$ cat config.mk
export PLATFORM = sky130hd
export DESIGN_NAME = nor_cmd_seq
export DESIGN_NICKNAME = d
export VERILOG_FILES = /design/src/rtl/nor_seq_pkg.sv /design/src/rtl/nor_op_decode.sv /design/src/rtl/nor_addr_build.sv /design/src/rtl/nor_cmd_seq.sv
export SDC_FILE = /design/constraint.sdc
export NUM_CORES = 1
export LEC_CHECK = 0
export BUFFER_PORTS_ARGS = -buffer_cell sky130_fd_sc_hd__buf_4
export CAP_MARGIN = 20
export CORE_MARGIN = 8
export CORE_UTILIZATION = 25
export DETAILED_ROUTE_END_ITERATION = 10
export SLEW_MARGIN = 20
export SYNTH_ARGS = -nofsm -noshare
export SYNTH_HDL_FRONTEND = slang
export SYNTH_HIERARCHICAL = 1
export SYNTH_SLANG_ARGS = --single-unit
$ cat constraint.sdc
create_clock -name clk -period 6.3 [get_ports clk]
set_input_delay 0.315 -clock clk [delete_from_list [all_inputs] [get_ports clk]]
set_output_delay 0.315 -clock clk [all_outputs]
set_load 0.05 [all_outputs]
$ cat src/rtl/nor_seq_pkg.sv
package nor_seq_pkg;

  typedef enum logic [2:0] {
    S_IDLE, S_PROG, S_READ, S_COLLECT, S_RDBUF, S_DUMMY
  } seq_state_t;

  typedef enum logic [3:0] {
    K_UNK, K_WEN, K_WDIS, K_STAT, K_ID, K_EAR_RD, K_EAR_WR,
    K_EN4, K_EX4, K_CHIP, K_READ, K_FAST, K_PROG, K_ERASE
  } op_kind_t;

  typedef enum logic [1:0] {E_4K, E_32K, E_SECT, E_CHIP} erase_sz_t;

  typedef struct packed {
    op_kind_t  kind;
    logic [3:0] need;   // bytes to collect after the opcode
    logic       alen4;  // address is 4 bytes wide
    erase_sz_t  esz;
  } op_info_t;

  // Opcode classification: the family, the header length and the address width.
  function automatic op_info_t decode_op(input logic [7:0] op,
                                         input logic four, input logic wide);
    op_info_t d;
    logic [3:0] base;
    base    = four ? 4'd4 : 4'd3;
    d.kind  = K_UNK;
    d.need  = 4'd0;
    d.alen4 = four;
    d.esz   = E_SECT;
    case (op)
      8'h06: d.kind = K_WEN;
      8'h04: d.kind = K_WDIS;
      8'h05: d.kind = K_STAT;
      8'h9F: d.kind = K_ID;
      8'hB7: d.kind = K_EN4;
      8'hE9: d.kind = K_EX4;
      8'hC8: d.kind = K_EAR_RD;
      8'hC5: begin d.kind = K_EAR_WR; d.need = 4'd1; end
      8'h60, 8'hC7: begin d.kind = K_CHIP; d.esz = E_CHIP; end
      8'h03: begin d.kind = K_READ; d.need = base; end
      8'h13: begin d.kind = K_READ; d.need = 4'd4; d.alen4 = 1'b1; end
      8'h0B, 8'h3B, 8'h6B: begin d.kind = K_FAST; d.need = base; end
      8'h0C, 8'h3C, 8'h6C: begin d.kind = K_FAST; d.need = 4'd4; d.alen4 = 1'b1; end
      8'hBB: begin d.kind = K_FAST; d.need = wide ? 4'd5 : 4'd4; end
      8'hBC: begin d.kind = K_FAST; d.need = wide ? 4'd6 : 4'd5; d.alen4 = 1'b1; end
      8'hEB: begin d.kind = K_FAST; d.need = wide ? 4'd8 : 4'd6; end
      8'hEC: begin d.kind = K_FAST; d.need = wide ? 4'd9 : 4'd7; d.alen4 = 1'b1; end
      8'h02, 8'h32, 8'hA2: begin d.kind = K_PROG; d.need = base; end
      8'h12, 8'h34: begin d.kind = K_PROG; d.need = 4'd4; d.alen4 = 1'b1; end
      8'h20: begin d.kind = K_ERASE; d.need = base; d.esz = E_4K; end
      8'h21: begin d.kind = K_ERASE; d.need = 4'd4; d.alen4 = 1'b1; d.esz = E_4K; end
      8'h52: begin d.kind = K_ERASE; d.need = base; d.esz = E_32K; end
      8'hD8: begin d.kind = K_ERASE; d.need = base; end
      8'hDC: begin d.kind = K_ERASE; d.need = 4'd4; d.alen4 = 1'b1; end
      default: ;
    endcase
    return d;
  endfunction

  // Dummy transfers before read data, one per active data line.
  function automatic logic [2:0] dummy_len(input logic [1:0] lanes);
    case (lanes)
      2'd0:    return 3'd1;
      2'd1:    return 3'd2;
      default: return 3'd4;
    endcase
  endfunction

endpackage

$ cat src/rtl/nor_op_decode.sv
module nor_op_decode
  import nor_seq_pkg::*;
(
  input  logic [7:0] op,
  input  logic       four,
  input  logic       wide,
  output op_info_t   info
);
  assign info = decode_op(op, four, wide);
endmodule

$ cat src/rtl/nor_addr_build.sv
module nor_addr_build #(
  parameter int MEM_AW = 26
) (
  input  logic        clk,
  input  logic        rst_n,
  input  logic        take,
  input  logic        in_addr,
  input  logic [7:0]  byte_in,
  input  logic        alen4,
  input  logic [1:0]  ear_lo,
  output logic [31:0] addr_next
);
  localparam logic [31:0] MASK = 32'((64'd1 << MEM_AW) - 64'd1);

  logic [31:0] acc, acc_n;

  // Header bytes beyond the address are not shifted in.
  assign acc_n = in_addr ? {acc[23:0], byte_in} : acc;

  always_ff @(posedge clk or negedge rst_n)
    if (!rst_n)    acc <= '0;
    else if (take) acc <= acc_n;

  assign addr_next = (alen4 ? acc_n
                            : ({6'd0, ear_lo, 24'd0} + {8'd0, acc_n[23:0]})) & MASK;
endmodule

$ cat src/rtl/nor_cmd_seq.sv
module nor_cmd_seq
  import nor_seq_pkg::*;
#(
  parameter int          MEM_AW    = 26,
  parameter int          SECT_LOG2 = 16,
  parameter logic [23:0] ID_CODE   = 24'h5A3C17,
  parameter logic [15:0] EXT_ID    = 16'h4D01,
  parameter bit          HAS_EXT   = 1'b1
) (
  input  logic        clk,
  input  logic        rst_n,
  input  logic        cs_start,
  input  logic        byte_valid,
  input  logic [7:0]  byte_in,
  input  logic [1:0]  lanes,
  input  logic        wide_io_hdr,
  output logic [7:0]  resp_out,
  output logic        mem_rd_en,
  output logic        mem_wr_en,
  output logic [31:0] mem_addr,
  output logic [7:0]  mem_wdata,
  input  logic [7:0]  mem_rdata,
  output logic        erase_req,
  output logic [31:0] erase_base,
  output logic [31:0] erase_len
);
  localparam logic [31:0] ADDR_MASK = 32'((64'd1 << MEM_AW) - 64'd1);
  localparam logic [31:0] CHIP_LEN  = 32'(64'd1 << MEM_AW);
  localparam logic [31:0] SECT_LEN  = 32'(64'd1 << SECT_LOG2);
  localparam logic [2:0]  ID_LEN    = HAS_EXT ? 3'd5 : 3'd3;

  seq_state_t  state;
  logic        wel, four;
  logic [7:0]  ear;
  logic [31:0] cur_addr, addr_next;
  logic [3:0]  idx, need;
  op_kind_t    cmd_kind;
  logic        cmd_alen4;
  erase_sz_t   cmd_esz;
  logic [2:0]  dcnt;
  logic        rb_id, rb_loop;
  logic [2:0]  rb_len, rb_pos;
  logic [7:0]  rb_snap;
  op_info_t    dec;

  // Named events for the checker.
  logic step, in_idle, in_read, in_dummy, in_collect, in_rdbuf, ev_unknown, ev_wen;
  assign step       = byte_valid && !cs_start;
  assign in_idle    = (state == S_IDLE);
  assign in_read    = (state == S_READ);
  assign in_dummy   = (state == S_DUMMY);
  assign in_collect = (state == S_COLLECT);
  assign in_rdbuf   = (state == S_RDBUF);
  assign ev_unknown = step && in_idle && (dec.kind == K_UNK);
  assign ev_wen     = step && in_idle && (dec.kind == K_WEN);

  function automatic logic [7:0] id_byte(input logic [2:0] p);
    case (p)
      3'd0: return ID_CODE[23:16];
      3'd1: return ID_CODE[15:8];
      3'd2: return ID_CODE[7:0];
      3'd3: return EXT_ID[15:8];
      3'd4: return EXT_ID[7:0];
      default: return 8'hFF;
    endcase
  endfunction

  function automatic logic [31:0] region_len(input erase_sz_t e);
    case (e)
      E_4K:    return 32'd4096;
      E_32K:   return 32'd32768;
      E_SECT:  return SECT_LEN;
      default: return CHIP_LEN;
    endcase
  endfunction

  nor_op_decode u_dec (
    .op(byte_in), .four(four), .wide(wide_io_hdr), .info(dec)
  );

  nor_addr_build #(.MEM_AW(MEM_AW)) u_addr (
    .clk(clk), .rst_n(rst_n),
    .take(step && in_collect),
    .in_addr(idx < (cmd_alen4 ? 4'd4 : 4'd3)),
    .byte_in(byte_in), .alen4(cmd_alen4), .ear_lo(ear[1:0]),
    .addr_next(addr_next)
  );

  assign mem_addr  = cur_addr;
  assign mem_wdata = byte_in;
  assign mem_rd_en = step && in_read;
  assign mem_wr_en = step && (state == S_PROG) && wel;

  always_ff @(posedge clk or negedge rst_n) begin
    if (!rst_n) begin
      state <= S_IDLE;  wel <= 1'b0;  four <= 1'b0;  ear <= '0;
      cur_addr <= '0;   idx <= '0;    need <= '0;
      cmd_kind <= K_UNK; cmd_alen4 <= 1'b0; cmd_esz <= E_SECT;
      dcnt <= '0; rb_id <= 1'b0; rb_loop <= 1'b0; rb_len <= '0; rb_pos <= '0;
      rb_snap <= '0; resp_out <= 8'hFF;
      erase_req <= 1'b0; erase_base <= '0; erase_len <= '0;
    end else begin
      erase_req <= 1'b0;
      if (cs_start) begin
        state    <= S_IDLE;
        resp_out <= 8'hFF;
      end else if (byte_valid) begin
        resp_out <= 8'hFF;
        case (state)
          S_IDLE: begin
            case (dec.kind)
              K_WEN:  wel  <= 1'b1;
              K_WDIS: wel  <= 1'b0;
              K_EN4:  four <= 1'b1;
              K_EX4:  four <= 1'b0;
              K_STAT, K_EAR_RD: begin
                rb_snap <= (dec.kind == K_STAT) ? {6'd0, wel, 1'b0} : ear;
                rb_id   <= 1'b0;
                rb_loop <= (dec.kind == K_STAT);
                rb_len  <= 3'd1;
                rb_pos  <= '0;
                state   <= S_RDBUF;
              end
              K_ID: begin
                rb_id <= 1'b1; rb_loop <= 1'b0; rb_len <= ID_LEN; rb_pos <= '0;
                state <= S_RDBUF;
              end
              K_CHIP: if (wel) begin
                erase_req <= 1'b1; erase_base <= '0; erase_len <= CHIP_LEN;
              end
              K_EAR_WR, K_READ, K_FAST, K_PROG, K_ERASE:
                if (dec.kind != K_EAR_WR || wel) begin
                  need      <= dec.need;
                  idx       <= '0;
                  cmd_kind  <= dec.kind;
                  cmd_alen4 <= dec.alen4;
                  cmd_esz   <= dec.esz;
                  state     <= S_COLLECT;
                end
              default: ;
            endcase
          end
          S_COLLECT: begin
            idx <= idx + 4'd1;
            if (idx + 4'd1 == need) begin
              state <= S_IDLE;
              case (cmd_kind)
                K_EAR_WR: ear <= byte_in;
                K_READ:  begin cur_addr <= addr_next; state <= S_READ; end
                K_FAST:  begin cur_addr <= addr_next; dcnt <= dummy_len(lanes); state <= S_DUMMY; end
                K_PROG:  begin cur_addr <= addr_next; state <= S_PROG; end
                K_ERASE: if (wel) begin
                  erase_req <= 1'b1; erase_base <= addr_next; erase_len <= region_len(cmd_esz);
                end
                default: ;
              endcase
            end
          end
          S_DUMMY: begin
            dcnt <= dcnt - 3'd1;
            if (dcnt == 3'd1) state <= S_READ;
          end
          S_READ: begin
            resp_out <= mem_rdata;
            cur_addr <= (cur_addr + 32'd1) & ADDR_MASK;
          end
          S_PROG: cur_addr <= (cur_addr + 32'd1) & ADDR_MASK;
          S_RDBUF: begin
            resp_out <= rb_id ? id_byte(rb_pos) : rb_snap;
            if (rb_pos + 3'd1 == rb_len) begin
              rb_pos <= '0;
              if (!rb_loop) state <= S_IDLE;
            end else begin
              rb_pos <= rb_pos + 3'd1;
            end
          end
          default: state <= S_IDLE;
        endcase
      end
    end
  end
endmodule

==> results.json <==
{
  "status": "finished, final reports clean",
  "worstPathRequired_ns": 6.62,
  "path_clk_slew_ns": 0.06,
  "first_iter_violations": 594,
  "layout_min_cycle_time_ns": 3.75,
  "drive_gt1_share_pct": 25.9,
  "grt.total_usage_pct": 12.3,
  "post_drt_wl_per_cell_um": 17.7,
  "grt_first_pass_wirelength_um": 43100,
  "cts-resized-gates": 0,
  "cp_slowest_stage_delay_ns": 0.84,
  "drv_slew": 0,
  "dieArea_mm2": 0.0441,
  "avgSynthCellArea_um2": 9.66,
  "post-route-period-util_pct": 59.5,
  "setup_tns_ns": 0,
  "dp_hpwl_um": 19700,
  "area_growth_pct": 14.9,
  "cts_setup_buffers": 0,
  "antenna_found_initial": 0,
  "finalWeightedCongestion": 0.844,
  "drc": 0,
  "fmax_ghz": 0.267,
  "synth-edff-count": 0,
  "slew_headroom_pct": 27.2,
  "synth-async-reset-ratio_pct": 100,
  "tightest_slew_ns": 1.09,
  "die_w_um": 210,
  "io_pins": 138,
  "crit_fanout": 36,
  "worst-path-buf-inv": 2,
  "grt_overflow": 0,
  "setup_viol": 0,
  "ys_types": 91,
  "holdBufCountCts": 1,
  "clk_latency_ns": 0.44,
  "cp-end-kind": "flip-flop",
  "crit_chain": "buf_4 -> or3_1 -> nor4_1 -> nor3b_2 -> nand4_1 -> inv_1 -> or4_4 -> nor2_2 -> a41o_2 -> mux2_2",
  "hold-worst-slack_ns": 0.0944,
  "synth-seq-cells": 148,
  "start_util_pct": 25.2,
  "fp.dieH_um": 210,
  "netlist_area_mm2": 0.00942,
  "core_area_mm2": 0.0374,
  "clock-root-buffer": "clkbuf_16",
  "cts_tree": "built",
  "grt_max_degree": 77,
  "peakVddDrop_mv": 0.176,
  "powerDensity_mw_per_mm2": 338,
  "slowest_stage": "a41o_2",
  "cp.arrival_ns": 4.07,
  "drtPass1Iterations": 5,
  "synth_top_flop_cell": "dfrtp_1",
  "clkSinkCount": 148,
  "cts.path.max_buffers": 2,
  "rr_worst_depth": 5,
  "maxCapViolCount": 0,
  "numCtsBuffers": 17,
  "final_nets": 1055,
  "grt_pass1_vias": 7207,
  "finClkSkew_ns": 0.0155,
  "yosysSeqAreaShare_pct": 39.4,
  "critPathLaunchType": "primary input",
  "path_class": "primary input to flip-flop",
  "diodes": 0,
  "cp_top_family": "simple AND/OR/NAND/NOR gates",
  "ys_warn_count": 6,
  "row_count": 71,
  "ctsHtreeMaxLevel": 4,
  "hold_viol": 0,
  "cp_num_cells": 10,
  "synth_cells": 975,
  "leakage_nw": 4.69,
  "grt_setup_unrepaired": "false",
  "io_buffer_count": 109,
  "vias_per_cell": 4.84,
  "routed_wl_um": 27300,
  "routed-via-count": 7467,
  "hold_depth": 2,
  "hold_path_class": "primary input to flip-flop",
  "ant_nets": 0
}
==> cell usage in the layout, fill, tap and decap left out, types with 13 or more instances in the layout <==
| cell | count |
|---|---|
| dfrtp_1 | 139 |
| buf_4 | 117 |
| nand2_1 | 81 |
| nor2_1 | 53 |
| mux2_2 | 53 |
| inv_1 | 50 |
| o21ai_0 | 44 |
| a21oi_1 | 42 |
| mux2i_1 | 38 |
| conb_1 | 34 |
| nand3_1 | 25 |
| a2bb2oi_1 | 21 |
| nor3_1 | 20 |
| nor4_1 | 20 |
| mux2_4 | 20 |
| nand4_1 | 17 |
| clkbuf_16 | 17 |
| o22ai_1 | 14 |
| nor2b_1 | 13 |
==> path summary, 6_finish.rpt <==
path / slack, ns / end / startpoint
max in group asynchronous: 4.60 / idx[2]$_DFFE_PN0P_ / rst_n
max reg2reg: 3.30 / erase_len[12]$_DFFE_PN0P_ / state[0]$_DFFE_PN0P_
max: 2.55 / erase_len[12]$_DFFE_PN0P_ / byte_in[7]
min reg2reg: 0.48 / rb_loop$_DFFE_PN0P_ / rb_loop$_DFFE_PN0P_
min: 0.09 / state[0]$_DFFE_PN0P_ / cs_start
min in group asynchronous: 0.50 / rb_snap[7]$_DFFE_PN0P_ / rst_n
==> per-stage QoR <==
stage | util (%) | instance area [µm²] | cells | setup slack, ns | total power [mW]
after global routing | 28.9 | 10800 | 1543 | 2.33 | 3.85
after CTS | 28.9 | 10800 | 1542 | 2.60 | 3.69
after global placement | 27.3 | 10200 | 1510 | 2.22 | 2.67
after detailed placement | 27.3 | 10200 | 1510 | 2.14 | 2.69
after floorplan | - | 9540 | 1007 | 3.19 | 2.27
final | 28.9 | 10800 | 1543 | 2.55 | 3.66
==> per-layer routing <==
metal  vias to the layer above  part of all wire [%]  GRT usage [%]
met4                         0                   1.3           3.30
met2                       236                    45           18.5
li1                       3528                     -              -
met3                        24                   6.0           2.60
met5                         -                     0              0
met1                      3679                    48           17.7
==> Yosys cell counts (4+ instances only) <==
cell | n | area share, %
a2111oi_0 | 10 | 0.93
a211oi_1 | 4 | 0.32
a21oi_1 | 42 | 2.2
a2bb2oi_1 | 21 | 2.0
a31oi_1 | 4 | 0.27
a41oi_1 | 5 | 0.46
and2_1 | 7 | 0.46
and3_1 | 9 | 0.60
and4_1 | 5 | 0.46
buf_2 | 9 | 0.48
buf_4 | 72 | 5.7
buf_6 | 7 | 0.84
clkbuf_1 | 33 | 1.3
dfrtp_1 | 139 | 37
dfstp_2 | 9 | 2.5
ha_1 | 12 | 1.6
inv_1 | 50 | 2.0
mux2_2 | 53 | 6.3
mux2_4 | 20 | 3.2
mux2i_1 | 38 | 4.0
nand2_1 | 81 | 3.2
nand2b_1 | 12 | 0.80
nand3_1 | 25 | 1.3
nand4_1 | 17 | 1.1
nor2_1 | 53 | 2.1
nor2b_1 | 13 | 0.86
nor3_1 | 21 | 1.1
nor3b_1 | 8 | 0.64
nor4_1 | 20 | 1.3
o21ai_0 | 44 | 2.3
o22ai_1 | 14 | 0.93
o31ai_1 | 10 | 0.80
o41ai_1 | 4 | 0.37
or4_1 | 4 | 0.32
xor2_1 | 5 | 0.46
==> cell type report <==
type | instances | area (µm²)
fillers | 3954 | 26600
inverters | 52 | 195
flip-flops and latches | 148 | 3710
clock buffers | 19 | 453
multi-input cells | 681 | 4780
clock inverters | 12 | 116
repair buffers | 120 | 927
well taps | 511 | 639
==> cell families (layout without fill, tap and decap cells) <==
family	count (synthesis)	in the layout	synth area share (%)
buf+inv	178	203	11.3
mux	111	111	13.6
flops	148	148	39.4
simple gates	317	317	18.4
compound gates	198	198	14.6
fa+ha+maj	12	12	1.59
xor+xnor	9	9	0.983
other cells	2	34	0.0797
==> power by group <==
part	internal (mW)	total [mW]	leakage, nW	switching [mW]
Clock	0.567	0.990	0.277	0.423
Sequential	1.11	1.31	1.79	0.204
Combinational	0.428	1.35	2.62	0.925
Total	2.10	3.66	4.69	1.55
==> worst reg2reg max path, cell delays in order (launching register included) <==
cell and delay, ns:
dfrtp_1 0.53, or3_4 0.49, or4_4 0.50, nor2_2 0.09
a41o_2 0.84, mux2_2 0.43
==> sequential cells by signal, summed over array words and instances (netlist names), 2 cells and up <==
signal / flops
erase_base: 32
mem_addr: 32
u_addr/acc: 26
ear: 8
rb_snap: 8
resp_out: 8
cmd_kind: 4
erase_len: 4
idx: 4
need: 4
dcnt: 3
rb_pos: 3
state: 3
cmd_esz: 2
Power figures use the tool's default switching activity.
